`config.mk`:
```
export PLATFORM = sky130hd
export DESIGN_NAME = gpio_ovr_port
export DESIGN_NICKNAME = d
export VERILOG_FILES = /design/src/rtl/gpio_ovr_pkg.sv /design/src/rtl/gpio_port_regs.sv /design/src/rtl/gpio_in_sync.sv /design/src/rtl/gpio_pin_mux.sv /design/src/rtl/gpio_ovr_port.sv
export SDC_FILE = /design/constraint.sdc
export NUM_CORES = 1
export LEC_CHECK = 0
export CAP_MARGIN = 20
export CORE_ASPECT_RATIO = 2
export CORE_MARGIN = 4
export CORE_UTILIZATION = 38
export CTS_BUF_LIST = sky130_fd_sc_hd__clkbuf_4
export DETAILED_ROUTE_END_ITERATION = 16
export PLACE_DENSITY = 0.92
export SETUP_SLACK_MARGIN = 0.3
export SKIP_CTS_REPAIR_TIMING = 1
export SYNTH_ARGS = -nofsm -noshare
export SYNTH_HDL_FRONTEND = slang
export SYNTH_HIERARCHICAL = 1
export SYNTH_SLANG_ARGS = --single-unit
export TNS_END_PERCENT = 50
```
`constraint.sdc`:
```
create_clock -name clk -period 1.65 [get_ports clk]
set_input_delay 0.4125 -clock clk [delete_from_list [all_inputs] [get_ports clk]]
set_output_delay 0.4125 -clock clk [all_outputs]
set_load 0.02 [all_outputs]
```
`src/rtl/gpio_ovr_pkg.sv`:
```
package gpio_ovr_pkg;

    // one enable/value pair supplied by a peripheral for a single pin
    typedef struct packed {
        logic en;
        logic val;
    } ovr_pair_t;

    // resolved per-pin controls after override selection
    typedef struct packed {
        logic oe;
        logic dout;
        logic pu;
        logic ie;
    } pin_drive_t;

    localparam int unsigned DEFAULT_W      = 8;
    localparam int unsigned DEFAULT_STAGES = 2;

endpackage

```
`src/rtl/gpio_port_regs.sv`:
```
module gpio_port_regs #(
    parameter int unsigned W = 8
) (
    input  logic         clk,
    input  logic         rst_n,
    input  logic         wr_dir,
    input  logic         wr_out,
    input  logic [W-1:0] wdata,
    output logic [W-1:0] dir_q,
    output logic [W-1:0] out_q
);

    typedef struct packed {
        logic [W-1:0] dir;
        logic [W-1:0] outv;
    } regs_t;

    regs_t st_d, st_q;

    always_comb begin
        st_d = st_q;
        if (wr_dir) st_d.dir  = wdata;
        if (wr_out) st_d.outv = wdata;
    end

    always_ff @(posedge clk or negedge rst_n) begin
        if (!rst_n) st_q <= '0;
        else        st_q <= st_d;
    end

    assign dir_q = st_q.dir;
    assign out_q = st_q.outv;

endmodule

```
`src/rtl/gpio_in_sync.sv`:
```
module gpio_in_sync #(
    parameter int unsigned W      = 8,
    parameter int unsigned STAGES = 2
) (
    input  logic         clk,
    input  logic         rst_n,
    input  logic [W-1:0] d,
    output logic [W-1:0] q
);

    localparam int unsigned LAST = STAGES - 1;

    logic [STAGES-1:0][W-1:0] sh_d, sh_q;

    generate
        for (genvar s = 0; s < STAGES; s++) begin : g_stage
            if (s == 0) begin : g_first
                always_comb sh_d[s] = d;
            end else begin : g_next
                always_comb sh_d[s] = sh_q[s-1];
            end
        end
    endgenerate

    always_ff @(posedge clk or negedge rst_n) begin
        if (!rst_n) sh_q <= '0;
        else        sh_q <= sh_d;
    end

    assign q = sh_q[LAST];

endmodule

```
`src/rtl/gpio_pin_mux.sv`:
```
module gpio_pin_mux
    import gpio_ovr_pkg::*;
(
    input  logic       dir_bit,
    input  logic       out_bit,
    input  logic       pu_dis,
    input  logic       sleep,
    input  ovr_pair_t  pu_ovr,
    input  ovr_pair_t  dir_ovr,
    input  ovr_pair_t  out_ovr,
    input  ovr_pair_t  ie_ovr,
    output pin_drive_t drv
);

    logic base_pu;
    logic base_ie;

    always_comb begin
        base_pu  = ~dir_bit & out_bit & ~pu_dis;
        base_ie  = ~sleep;
        drv.oe   = dir_ovr.en ? dir_ovr.val : dir_bit;
        drv.dout = out_ovr.en ? out_ovr.val : out_bit;
        drv.pu   = pu_ovr.en  ? pu_ovr.val  : base_pu;
        drv.ie   = ie_ovr.en  ? ie_ovr.val  : base_ie;
    end

endmodule

```
`src/rtl/gpio_ovr_port.sv`:
```
module gpio_ovr_port
    import gpio_ovr_pkg::*;
#(
    parameter int unsigned W      = DEFAULT_W,
    parameter int unsigned STAGES = DEFAULT_STAGES
) (
    input  logic         clk,
    input  logic         rst_n,
    input  logic         wr_dir,
    input  logic         rd_dir,
    input  logic         wr_out,
    input  logic         rd_out,
    input  logic         rd_pin,
    input  logic [W-1:0] wdata,
    output logic [W-1:0] rdata,
    input  logic         pullup_dis,
    input  logic         sleep,
    input  logic [W-1:0] pad_in,
    input  logic [W-1:0] ovr_pu_en,
    input  logic [W-1:0] ovr_pu_val,
    input  logic [W-1:0] ovr_dir_en,
    input  logic [W-1:0] ovr_dir_val,
    input  logic [W-1:0] ovr_out_en,
    input  logic [W-1:0] ovr_out_val,
    input  logic [W-1:0] ovr_ie_en,
    input  logic [W-1:0] ovr_ie_val,
    output logic [W-1:0] pad_oe,
    output logic [W-1:0] pad_do,
    output logic [W-1:0] pad_pu
);

    logic [W-1:0] dir_q;
    logic [W-1:0] out_q;
    logic [W-1:0] pin_q;
    logic [W-1:0] sync_in;
    pin_drive_t   drv [W];

    gpio_port_regs #(.W(W)) u_regs (
        .clk    (clk),
        .rst_n  (rst_n),
        .wr_dir (wr_dir),
        .wr_out (wr_out),
        .wdata  (wdata),
        .dir_q  (dir_q),
        .out_q  (out_q)
    );

    generate
        for (genvar i = 0; i < W; i++) begin : g_pin
            ovr_pair_t pu_p, dir_p, out_p, ie_p;
            assign pu_p  = {ovr_pu_en[i],  ovr_pu_val[i]};
            assign dir_p = {ovr_dir_en[i], ovr_dir_val[i]};
            assign out_p = {ovr_out_en[i], ovr_out_val[i]};
            assign ie_p  = {ovr_ie_en[i],  ovr_ie_val[i]};

            gpio_pin_mux u_mux (
                .dir_bit (dir_q[i]),
                .out_bit (out_q[i]),
                .pu_dis  (pullup_dis),
                .sleep   (sleep),
                .pu_ovr  (pu_p),
                .dir_ovr (dir_p),
                .out_ovr (out_p),
                .ie_ovr  (ie_p),
                .drv     (drv[i])
            );

            assign pad_oe[i]  = drv[i].oe;
            assign pad_do[i]  = drv[i].dout;
            assign pad_pu[i]  = drv[i].pu;
            // a closed input path feeds 0 so a floating pad is not sampled
            assign sync_in[i] = pad_in[i] & drv[i].ie;
        end
    endgenerate

    gpio_in_sync #(.W(W), .STAGES(STAGES)) u_sync (
        .clk   (clk),
        .rst_n (rst_n),
        .d     (sync_in),
        .q     (pin_q)
    );

    always_comb begin
        rdata = '0;
        if (rd_dir) rdata = rdata | dir_q;
        if (rd_out) rdata = rdata | out_q;
        if (rd_pin) rdata = rdata | pin_q;
    end

endmodule

```
==> results of run 1 <==
worst reg2reg max path, stage by stage, from the launching register on:
cell and delay (ps):
sky130_fd_sc_hd__dfrtp_2 460, sky130_fd_sc_hd__buf_4 150, sky130_fd_sc_hd__mux2_4 260
through the flow:
| stage | utilization (%) | area, um^2 | setup TNS, ps | hold slack [ps] |
|---|---|---|---|---|
| floorplan | - | 1757 | 0 | 116.9 |
| global placement | 74.47 | 3105 | -18600 | 332.0 |
| detailed placement | 74.47 | 3105 | -19420 | 334.7 |
| CTS | 75.70 | 3157 | -19610 | 353.8 |
| global route | 77.38 | 3227 | -3774 | 359.3 |
| finish | 77.38 | 3227 | -2385 | 349.0 |
sequential cells by signal (all words and copies together), names as in the netlist:
name          cells
u_regs/out_q      8
u_sync/sh_d       8
u_regs/dir_q      8
u_sync/q          8
logic make-up (layout without fill, tap and decap cells):
group	Yosys count	count (layout)	share of synthesized area [%]
compound gates	32	32	17.42
simple gates	32	32	8.409
mux	24	24	19.82
buf+inv	20	164	6.306
flops	32	32	48.05
per-layer routing:
layer,vias up,share of wire (%),global-route usage [%]
met4,0,0.91,5.758
li1,788,-,-
met1,781,31,16.05
met2,99,56,37.14
met5,-,0,0
met3,8,11,6.333
report_power, final:
group / internal, W / leakage [nW] / switching [W] / total [W]
sequential: 0.000850 / 0.388 / 0.0000629 / 0.000913
combinational: 0.000477 / 1.28 / 0.000327 / 0.000804
clock: 0.000156 / 0.0324 / 0.000256 / 0.000413
cells in the final DEF, fill, tap and decap left out:
| cell type | synthesis | final |
|---|---|---|
| sky130_fd_sc_hd__buf_12 | 0 | 3 |
| sky130_fd_sc_hd__buf_4 | 0 | 28 |
| sky130_fd_sc_hd__inv_2 | 0 | 8 |
| sky130_fd_sc_hd__clkbuf_4 | 0 | 5 |
| sky130_fd_sc_hd__a222oi_1 | 8 | 8 |
| sky130_fd_sc_hd__buf_2 | 0 | 10 |
| sky130_fd_sc_hd__buf_6 | 4 | 11 |
| sky130_fd_sc_hd__clkinv_2 | 0 | 2 |
| sky130_fd_sc_hd__dfrtp_2 | 0 | 8 |
| sky130_fd_sc_hd__mux2_2 | 8 | 6 |
| sky130_fd_sc_hd__o21ai_2 | 0 | 1 |
| sky130_fd_sc_hd__dlymetal6s2s_1 | 0 | 21 |
| sky130_fd_sc_hd__and2_1 | 8 | 8 |
| sky130_fd_sc_hd__mux2_4 | 16 | 18 |
| sky130_fd_sc_hd__clkdlybuf4s50_1 | 0 | 67 |
| sky130_fd_sc_hd__clkinv_1 | 0 | 1 |
| sky130_fd_sc_hd__inv_1 | 16 | 8 |
| sky130_fd_sc_hd__nand2_1 | 24 | 24 |
| sky130_fd_sc_hd__o41ai_4 | 0 | 8 |
| sky130_fd_sc_hd__o21ai_1 | 0 | 2 |
| sky130_fd_sc_hd__dfrtp_1 | 32 | 24 |
| sky130_fd_sc_hd__o21ai_0 | 16 | 13 |
final cells by class:
cell class                 count  area, um^2  share of cell area, %
inverter                      16       60.06                  1.861
sequential                    32       810.8                  25.13
multi-input combinational     88       862.1                  26.72
timing repair buffer         140        1378                  42.69
clock inverter                 3       13.76                 0.4265
tap                           52       65.06                  2.016
clock buffer                   5       37.54                  1.163
final timing paths:
| check | endpoint | cells past startpoint |
|---|---|---|
| setup / recovery | rdata[1] | 3 |
| hold / removal | u_sync/q[0]$_DFF_PN0_ | 0 |
| setup reg to reg | u_regs/dir_q[7]$_DFFE_PN0P_ | 2 |
| hold reg to reg | u_sync/q[0]$_DFF_PN0_ | 0 |
| max in group asynchronous | u_regs/dir_q[5]$_DFFE_PN0P_ | 2 |
| min in group asynchronous | u_regs/dir_q[1]$_DFFE_PN0P_ | 2 |
==> impl.org, run 1 <==
** Logic synthesis
- After technology mapping, the gate count stands at 140.
- Most used DFF post-synth :: sky130_fd_sc_hd__dfrtp_1
- Synth Area per Inst :: 11.90 um^2
- The share of the Yosys chip area taken by registers is 48.05%.
- By count the netlist is led by sky130_fd_sc_hd__dfrtp_1, sky130_fd_sc_hd__nand2_1, sky130_fd_sc_hd__inv_1, sky130_fd_sc_hd__mux2_4, sky130_fd_sc_hd__o21ai_0.
- Number of synthesized flops with an enable pin :: 0
- Flip-flop and latch count after synthesis :: 32
- In this run, distinct cell masters in the synthesized netlist total 10.
- The synthesized design devotes to its leading area cell type 48.05% of total area.
- The synthesized design spends more area on one cell type than any other, namely sky130_fd_sc_hd__dfrtp_1.
- The synthesized netlist occupies a cell area of 0.001667 mm^2.
- Async SR Flop Fraction :: 100.0%
- Yosys instantiated no cell more often than sky130_fd_sc_hd__dfrtp_1.
- Yosys warnings :: 6
- Synthesized Nets :: 229
- Cells taking the most area after synthesis :: sky130_fd_sc_hd__dfrtp_1, sky130_fd_sc_hd__mux2_4, sky130_fd_sc_hd__o41ai_2

** Finish
- The finished layout holds 336 standard cells, fillers aside.
- Synthesis-to-finish area growth :: 93.62%
- Diode count :: 0
- For this run, the post-layout net count is 372.
- Cells with a size suffix above 1 make up 38.03% of the layout.
- Filler cell count :: 248

** Setup path
- Req. time, crit path :: 1240 ps
- Maximum fanout encountered on the critical timing path :: 4
- The cell family contributing the most delay on the critical path is flip-flops.
- The largest single stage delay on the critical path is 460 ps.
- Ordered cell list for the critical path :: a222oi_1 -> inv_1 -> buf_6
- Together, buffers and inverters on the worst path number 2.
- The critical path starts at u_regs/dir_q[1]$_DFFE_PN0P_.
- In this run the critical register-to-register path is launched from u_regs/dir_q[7]$_DFFE_PN0P_.
- Critical Path Slowest Stage Cell :: sky130_fd_sc_hd__dfrtp_2
- The worst setup path is of the flip-flop to primary output kind.
- The worst setup path is captured at a primary output.
- Crit start category :: flip-flop
- Internal reg-to-reg setup slack :: 680 ps
- CP arrival :: 1430 ps

** Global routing
- Across every metal layer, demand over resource in global routing totals 18.84%.
- Overflow after GRT :: 0
- The first global-routing pass estimated 7665 um of wire.
- Entering global routing, the biggest net connects 33 pins.
- The number of global-route vias before repair is 1770.
- The number of antenna violations at the first check in global routing was 0.

** Run status
- Run status :: finished with violations
- Violations in the final reports :: negative setup slack

** Floorplanning
- The die is 54.83 um wide.
- In this run the core area contains 33 standard-cell rows.
- Initial standard-cell utilization of the core :: 39.96%
- Die Footprint :: 0.005574 mm^2
- Core region area :: 0.004170 mm^2
- I/O pin total :: 121
- Die Height :: 101.7 um

** Clocking
- The root buffer cell chosen for the clock tree is sky130_fd_sc_hd__clkbuf_4.
- Clock Sinks :: 32
- For the worst-skew pair, the clock arrives at the later sink with an insertion delay of 330 ps.
- Total number of H-tree levels :: 2
- TritonCTS built the clock tree.
- Max Root-Sink Buffers :: 2
- After clock tree synthesis, the clock-pin slew on the worst setup and hold paths is 100 ps.
- CTS Buf Count :: 5

** Timing
- The final count of pins violating max slew is 0.
- Final Skew :: 6.732 ps
- Dividing the final minimum period by the clock period gives 111.6%.
- Count of endpoints failing setup in the final report :: 24
- The final-report hold violation count came to 0.
- At the pin with the least slew margin, the transition time is 409.1 ps.
- For this run, the top clock speed supported by timing is 543.3 MHz.
- In this run the tightest slew margin relative to its limit is 72.68%.
- After layout, the worst setup slack is -190.6 ps.
- Setup repair after global routing could not meet its margin everywhere.
- For the finished layout, the period the worst path requires is 1841 ps.

** Placement
- # placed instances :: 320
- RD Place Congestion :: 0.7570
- Port buffering added 120 buffers.
- Placed wire-length estimate :: 4227 um
- Prior to clock tree synthesis, the placed netlist has a worst setup slack of -822.1 ps.

** Detailed routing
- Wire length per cell :: 16.39 um
- Initial DRC count :: 31
- Post-DR vias/cell :: 4.988
- Detailed-routing iteration count for the pre-antenna-repair pass :: 5
- After detailed routing, the number of remaining DRC violations is 0.
- Once detail routing completed, the nets flagged for antenna violations numbered 0.
- WL final :: 5507 um
- The detailed router placed 1676 vias in this run.

** Job
- Max cap viols :: 0

** Power and ir drop
- Areal power density over the cells :: 660.0 mW/mm^2
- The analysis attributes to cell leakage a power of 1.697 nW.
- Total power :: 0.002130 W
- Across the VDD grid, the largest voltage drop is 0.0005272 V.

** Min path
- Worst hold path type :: flip-flop to flip-flop
- Worst min-delay path startpoint :: u_sync/sh_d[8]$_DFF_PN0_
(Power assumes the default switching activity.)
==> run 2, diff against run 1 <==
==> constraint.sdc (replaced) <==
create_clock -name clk -period 1.65 [get_ports clk]
set_input_delay 0.165 -clock clk [delete_from_list [all_inputs] [get_ports clk]]
set_output_delay 0.165 -clock clk [all_outputs]
set_load 0.02 [all_outputs]
==> run 2 against run 1 <==
The flow now finishes without violations. Flip-flop and latch count unchanged. Final area decreased by 4.2%. Fmax up 21%. Clock power up 1%. Die area stayed put. Core utilization down 3.2 points. Total power decreased by 2.6%. Critical path depth stayed put. First-iteration DRC count increased by 68%. Via count decreased by 1.9%. Non-clock buffer count is 5 lower. Count of clock-buffer cells in the layout unchanged. Critical endpoint unchanged. Highest routed layer unchanged.
==> impl.org, run 2 (synthesized netlist as in run 1, its figures left out) <==
** Run status
- Run status :: finished, final reports clean

** Finish
- The net count of the finished layout is 367.
- Proportion of layout cells with a drive suffix above 1 :: 27.24%
- Commonest non-fill, non-tap cell in the layout :: sky130_fd_sc_hd__clkdlybuf4s50_1
- Final standard cell utilization of the core :: 74.14%
- The number of antenna diodes in the final layout is 0.
- The top cell types in the final layout, fill and taps aside, are sky130_fd_sc_hd__clkdlybuf4s50_1, sky130_fd_sc_hd__dfrtp_1, sky130_fd_sc_hd__nand2_1.
- Fin cells :: 331
- Compared with the post-synthesis result, the final layout area differs by 85.51%.

** Timing
- Final count of pins violating max slew :: 0
- The worst path meets setup with 134.4 ps of slack.
- Setup repair after global routing could not meet its margin everywhere.
- Maximum operating frequency :: 659.8 MHz
- Final Skew :: 5.717 ps
- Worst slack on hold paths :: 217.4 ps
- Final min period :: 1516 ps
- Measured against its own limit, the worst slew margin works out to 74.28%.
- At the pin with the least slew margin, the transition time is 385.8 ps.
- Setup violations remaining at the end of the flow were counted as 0.
- Count of final hold-check violations :: 0
- Final clock period utilization by the worst path :: 91.86%

** Clocking
- CTS Buf Count :: 5
- Clock-pin slew on the worst setup and hold paths :: 90 ps
- Total number of H-tree levels :: 2
- The later pin in the worst-skew pair is clocked with a latency of 330 ps.
- Clock tree synthesis selected as its root buffer the cell sky130_fd_sc_hd__clkbuf_4.
- The clock drives 32 sinks.
- Max Root-Sink Buffers :: 2
- TritonCTS built the clock tree.

** Setup path
- Maximum fanout encountered on the critical timing path :: 4
- Critical Setup Path Class :: flip-flop to primary output
- Reg2Reg Capture Point :: u_regs/dir_q[0]$_DFFE_PN0P_
- The worst setup path is captured at a primary output.
- In this run the critical register-to-register path is launched from u_regs/dir_q[0]$_DFFE_PN0P_.
- CP arrival :: 1350 ps
- Depth of the worst register-to-register path :: 2
- The worst setup path is launched from a flip-flop.
- Req. time, crit path :: 1480 ps
- In this run the register-to-register setup slack is 690 ps.

** Detailed routing
- Detailed routing inserted a total of 1644 vias.
- Antenna Violating Nets Remaining :: 0
- Detailed-routing iteration count for the pre-antenna-repair pass :: 5
- After detailed routing, the number of vias per cell comes to 4.967.
- Wire length per cell :: 15.15 um
- The detailed router finished its first iteration with 52 violations.
- DRC Markers :: 0
- The routed design has 5016 um of wire.

** Power and ir drop
- Internal power comes to 0.001472 W.
- Sequential cells account for 43.2% of the total power.
- After layout, the design draws a total of 0.002073 W.
- In this run the power density over the cells is 670.7 mW/mm^2.
- Part of the power in combinational logic :: 36.6%
- The clock network accounts for 20.1% of the total power.
- IR analysis of the VDD net gives a maximum drop of 0.0005957 V.
- Of the total power, the share spent switching nets is 29.01%.
- The analysis attributes to net switching a power of 0.0006015 W.
- Summed over all cells, the static leakage comes to 1.570 nW.

** Global routing
- The first global-routing pass estimated 7107 um of wire.
- The number of global-route vias before repair came to 1688.
- Global routing used 17.74% of the available tracks.
- Initial antenna violation count :: 0
- Entering global routing, the biggest net connects 33 pins.
- After global routing the overflow that remains totals 0.

** Floorplanning
- 121 I/O pins were placed.
- Die Height :: 101.7 um
- Core region area :: 0.004170 mm^2
- Overall die width :: 54.83 um
- The die covers 0.005574 mm^2.
- Initial standard-cell utilization of the core :: 39.96%
- The floorplan has 33 rows.

** Job
- Max cap viols :: 0

** Min path
- Worst hold path type :: primary input to async pin

** Placement
- Input and output buffers added on the ports amount to 120.
- # placed instances :: 313
- RD Place Congestion :: 0.7652
- Before CTS, the worst setup slack after placement is -246.2 ps.
- Detailed placement finished with a half-perimeter wire length of 3925 um.
==> run 2: changes by cell type in the layout (fill, tap and decap cells not counted), moves of 4 or more <==
cell,change
sky130_fd_sc_hd__dfrtp_2,-6
sky130_fd_sc_hd__o41ai_2,+8
sky130_fd_sc_hd__buf_2,-9
sky130_fd_sc_hd__dfrtp_1,+6
sky130_fd_sc_hd__inv_1,+4
sky130_fd_sc_hd__clkdlybuf4s50_1,+19
sky130_fd_sc_hd__o41ai_4,-8
sky130_fd_sc_hd__inv_2,-4
sky130_fd_sc_hd__buf_4,-6
==> run 2: worst max-delay path, stage by stage, from the launching register on <==
cell and delay (ps):
sky130_fd_sc_hd__dfrtp_1 440, sky130_fd_sc_hd__a222oi_1 360, sky130_fd_sc_hd__inv_1 90, sky130_fd_sc_hd__buf_6 140
==> run 2: metal layers <==
layer	up-vias	track usage (%)	wire length, um
li1	787	-	-
met4	0	6.334	80
met5	-	0	0
met3	8	6.480	544
met1	747	15.22	1564
met2	102	34.12	2827
==> run 2: cell type report <==
type	instances	area, um^2
Multi-Input combinational cell	88	760.7
Timing Repair Buffer	135	1346
Fill cell	273	1079
Clock inverter	3	18.77
Tap cell	52	65.06
Inverter	16	60.06
Clock buffer	5	37.54
Sequential cell	32	803.3
==> run 2: power groups by stage <==
stage | logic [W] | registers, W | clock network [W]
6_report | 0.000760 | 0.000897 | 0.000417
5_1_grt | 0.000813 | 0.000906 | 0.000484
4_1_cts | 0.000731 | 0.000896 | 0.000439
3_5_place_dp | 0.000729 | 0.000912 | 0
3_3_place_gp | 0.000713 | 0.000907 | 0
2_1_floorplan | 0.000307 | 0.000895 | 0
==> run 2: worst max-delay path by stage <==
| stage | start | endpoint | depth (start not counted) |
|---|---|---|---|
| 2_1_floorplan | u_regs/dir_q[0]$_DFFE_PN0P_ | pad_pu[0] | 1 |
| 3_3_place_gp | rd_dir | rdata[3] | 4 |
| 3_5_place_dp | rd_dir | rdata[0] | 4 |
| 4_1_cts | u_regs/out_q[7]$_DFFE_PN0P_ | pad_pu[7] | 3 |
| 5_1_grt | u_regs/dir_q[0]$_DFFE_PN0P_ | rdata[0] | 3 |
| 6_report | u_regs/dir_q[1]$_DFFE_PN0P_ | rdata[1] | 3 |
==> run 2: stage by stage <==
stage | TNS (ps) | cell area [um^2]
global route | 0 | 3092
global placement | -3361 | 2925
CTS | -6503 | 2982
finish | 0 | 3092
floorplan | 0 | 1667
detailed placement | -3600 | 2925
==> run 3, diff against run 2 <==
--- a/config.mk
+++ b/config.mk
@@ -5,6 +5,7 @@
 export SDC_FILE = /design/constraint.sdc
 export NUM_CORES = 1
 export LEC_CHECK = 0
+export ABC_AREA = 1
 export CAP_MARGIN = 20
 export CORE_ASPECT_RATIO = 2
 export CORE_MARGIN = 4
==> run 3 against run 2 <==
Area after synthesis decreased by 1.8%. Sequential share of layout area increased by 1.5 points. Final cell count increased by 29%. Non-clock buffer count decreased by 2. Register-to-register slack improved by 170 ps. Setup slack improved by 170 ps. Largest power group unchanged. Core utilization decreased by 3.5 points. Total power decreased by 5.7%. Critical path depth increased by 3. Highest routed layer unchanged. Combinational power decreased by 15%. First-iteration DRC count decreased by 62%. Global-route usage increased by 0.47 points.
==> impl.org, run 3 <==
** Timing
- Across all setup checks in the final design, the least slack found is 308.7 ps.
- Slew headroom :: 73.69%
- Worst slack on hold paths :: 227.3 ps
- The worst path uses 81.29% of the clock period.
- Final count of pins violating max slew :: 0
- RSZ-0062 raised after global routing :: false
- Maximum operating frequency :: 745.5 MHz
- The final-report hold violation count is 0.
- Worst slew pin tran :: 393.4 ps
- Final Skew :: 0.6005 ps
- After layout, the minimum clock period comes to 1341 ps.
- Setup violations remaining at the end of the flow were counted as 0.

** Logic synthesis
- Gate count of the mapped netlist :: 239
- The commonest cells after synthesis are sky130_fd_sc_hd__nand2_1, sky130_fd_sc_hd__dfrtp_1, sky130_fd_sc_hd__inv_1.
- Sequential cell area fraction in the yosys report :: 48.93%
- Flip-flop and latch count after synthesis :: 32
- Yosys warnings :: 6
- Synth Area per Inst :: 6.848 um^2
- In the synthesized netlist the dominant register cell turns out to be sky130_fd_sc_hd__dfrtp_1.
- The number of nets handed over by synthesis was 328.
- After synthesis the cells add up to 0.001637 mm^2.
- Largest area contributor in the netlist :: sky130_fd_sc_hd__dfrtp_1
- In the synthesized netlist the async set-or-reset flop fraction comes to 100.0%.
- Netlist cell types :: 11
- Cells taking the most area after synthesis :: sky130_fd_sc_hd__dfrtp_1, sky130_fd_sc_hd__nand2_1, sky130_fd_sc_hd__inv_1
- By instance count, the leading cell after synthesis is sky130_fd_sc_hd__nand2_1.
- The top cell type by area accounts for 48.93% of the synthesized area.
- Number of synthesized flops with an enable pin :: 0

** Setup path
- Reg2Reg Capture Point :: u_regs/dir_q[3]$_DFFE_PN0P_
- STA puts the critical path data required time at 1480 ps.
- The worst setup path is launched from a primary input.
- Internal reg-to-reg setup slack :: 860 ps
- Maximum fanout encountered on the critical timing path :: 8
- CP arrival :: 1180 ps
- Nature of the critical path endpoint :: primary output
- Measured in cells, the most critical reg-to-reg path has a length of 3.
- By startpoint and endpoint, the worst setup path is classified as primary input to primary output.
- The startpoint identified for the worst register-to-register timing path is u_regs/dir_q[3]$_DFFE_PN0P_.

** Finish
- The repair_antennas step left the layout with diodes totalling 0.
- Cells fill 70.64% of the core in the end.
- Fill cells in the final layout number 335.
- Proportion of layout cells with a drive suffix above 1 :: 14.67%
- From synthesis to final layout, the design area changed by 78.21%.
- Net total in the final layout :: 463
- Commonest non-fill, non-tap cell in the layout :: sky130_fd_sc_hd__nand2_1
- Fin cells :: 427
- In the layout the commonest cells are sky130_fd_sc_hd__nand2_1, sky130_fd_sc_hd__clkdlybuf4s50_1, sky130_fd_sc_hd__dfrtp_1.
- Footprint of the multi-input gates :: 708.2 um^2
- The sequential cells in the finished layout cover a total of 800.8 um^2.

** Clocking
- The clock tree synthesis step divided the H-tree into 2 levels.
- Clock tree from TritonCTS :: built
- CTS Buf Count :: 5
- CTS saw 32 sinks.
- The later pin in the worst-skew pair is clocked with a latency of 330 ps.
- Max Root-Sink Buffers :: 2
- The root buffer cell chosen for the clock tree is sky130_fd_sc_hd__clkbuf_4.
- Clock-pin slew on the worst setup and hold paths :: 90 ps

** Global routing
- Initial antenna violation count :: 0
- Summed over all layers, the global routing overflow is 0.
- Pin count of the biggest net entering global routing :: 33
- Via count of the first global-routing pass :: 1777
- GR Util All Layers :: 18.21%
- First-pass GRT wire length :: 7348 um

** Detailed routing
- Post-DR vias/cell :: 4.574
- Dividing the detail-routed wire length by the instance count gives 12.35 um.
- WL final :: 5273 um
- Detailed-routing iteration count for the pre-antenna-repair pass :: 4
- Initial DRC count :: 20
- The routed layout has 1953 vias.
- For this run, design rule violations remaining after detail routing come to 0.
- Antenna Violating Nets Remaining :: 0

** Floorplanning
- The die covers 0.005485 mm^2.
- Overall die width :: 54.41 um
- I/O pin total :: 121
- Initial standard-cell utilization of the core :: 39.64%
- Measured along the y axis, the die boundary spans 100.8 um.
- Core region area :: 0.004129 mm^2
- Site row count :: 33

** Placement
- RD Place Congestion :: 0.8039
- Input and output buffers added on the ports amount to 120.
- Including well taps, the total number of placed cells is 410.
- Once detailed placement completed, the half-perimeter wirelength came to 4142 um.
- Post-placement setup slack :: -154.9 ps

** Power and ir drop
- Overall power consumption after layout is estimated at 0.001955 W.
- Areal power density over the cells :: 670.4 mW/mm^2
- Maximum resistive drop on vdd :: 0.0005151 V
- LEAKAGE :: 1.575 nW

** Job
- Max cap viols :: 0

** Min path
- The tightest min-delay check is of the primary input to async pin type.

** Run status
- The flow ran to the end, and the final reports show no timing, DRC or antenna violations.
[run 3: logic make-up (layout without fill, tap and decap cells)]
family	Yosys count	count (layout)	synth area share, %
AND/OR/NAND/NOR	152	152	35.47
flip-flops	32	32	48.93
AO/OA/AOI/OAI	24	24	7.340
buffers and inverters	31	167	8.257
[run 3: critical path: stages]
cell	delay, ps
sky130_fd_sc_hd__clkdlybuf4s50_1	400
sky130_fd_sc_hd__buf_4	170
sky130_fd_sc_hd__nor2_1	120
sky130_fd_sc_hd__nand2_1	90
sky130_fd_sc_hd__nand2_1	60
sky130_fd_sc_hd__clkbuf_2	170
[run 3: final cells by class]
type | count | share of cell area, %
timing repair buffer | 133 | 40.76
sequential | 32 | 27.46
multi-input combinational | 176 | 24.28
inverter | 26 | 3.346
tap | 52 | 2.231
clock buffer | 6 | 1.544
clock inverter | 2 | 0.3861
[run 3: how the worst max path moves through the flow]
stage                            to                        start  cells past startpoint
final                     pad_pu[4]                   pullup_dis                      6
after floorplan           pad_do[0]  u_regs/out_q[0]$_DFFE_PN0P_                      2
after global placement     rdata[0]                       rd_pin                      4
after detailed placement   rdata[7]                       rd_pin                      4
after global routing      pad_pu[5]  u_regs/out_q[5]$_DFFE_PN0P_                      5
after CTS                  rdata[7]                       rd_pin                      4
[run 3: metal layers]
| layer | up-vias | part of all wire (%) | track usage [%] |
|---|---|---|---|
| li1 | 996 | - | - |
| met1 | 860 | 33 | 16.80 |
| met2 | 88 | 58 | 35.00 |
| met3 | 9 | 7.7 | 3.407 |
| met4 | 0 | 1.8 | 8.445 |
| met5 | - | 0 | 0 |
[run 3: power breakdown]
group	total (W)	switching [W]	internal (W)
sequential	0.000883	0.0000415	0.000842
clock	0.000429	0.000251	0.000178
combinational	0.000643	0.000302	0.000340
[run 3: through the flow]
step | cell area [um^2] | setup TNS [ps]
3_3_place_gp | 2895 | -1399
2_1_floorplan | 1637 | 0
5_1_grt | 2917 | 0
3_5_place_dp | 2895 | -1557
4_1_cts | 2952 | -2902
6_report | 2917 | 0
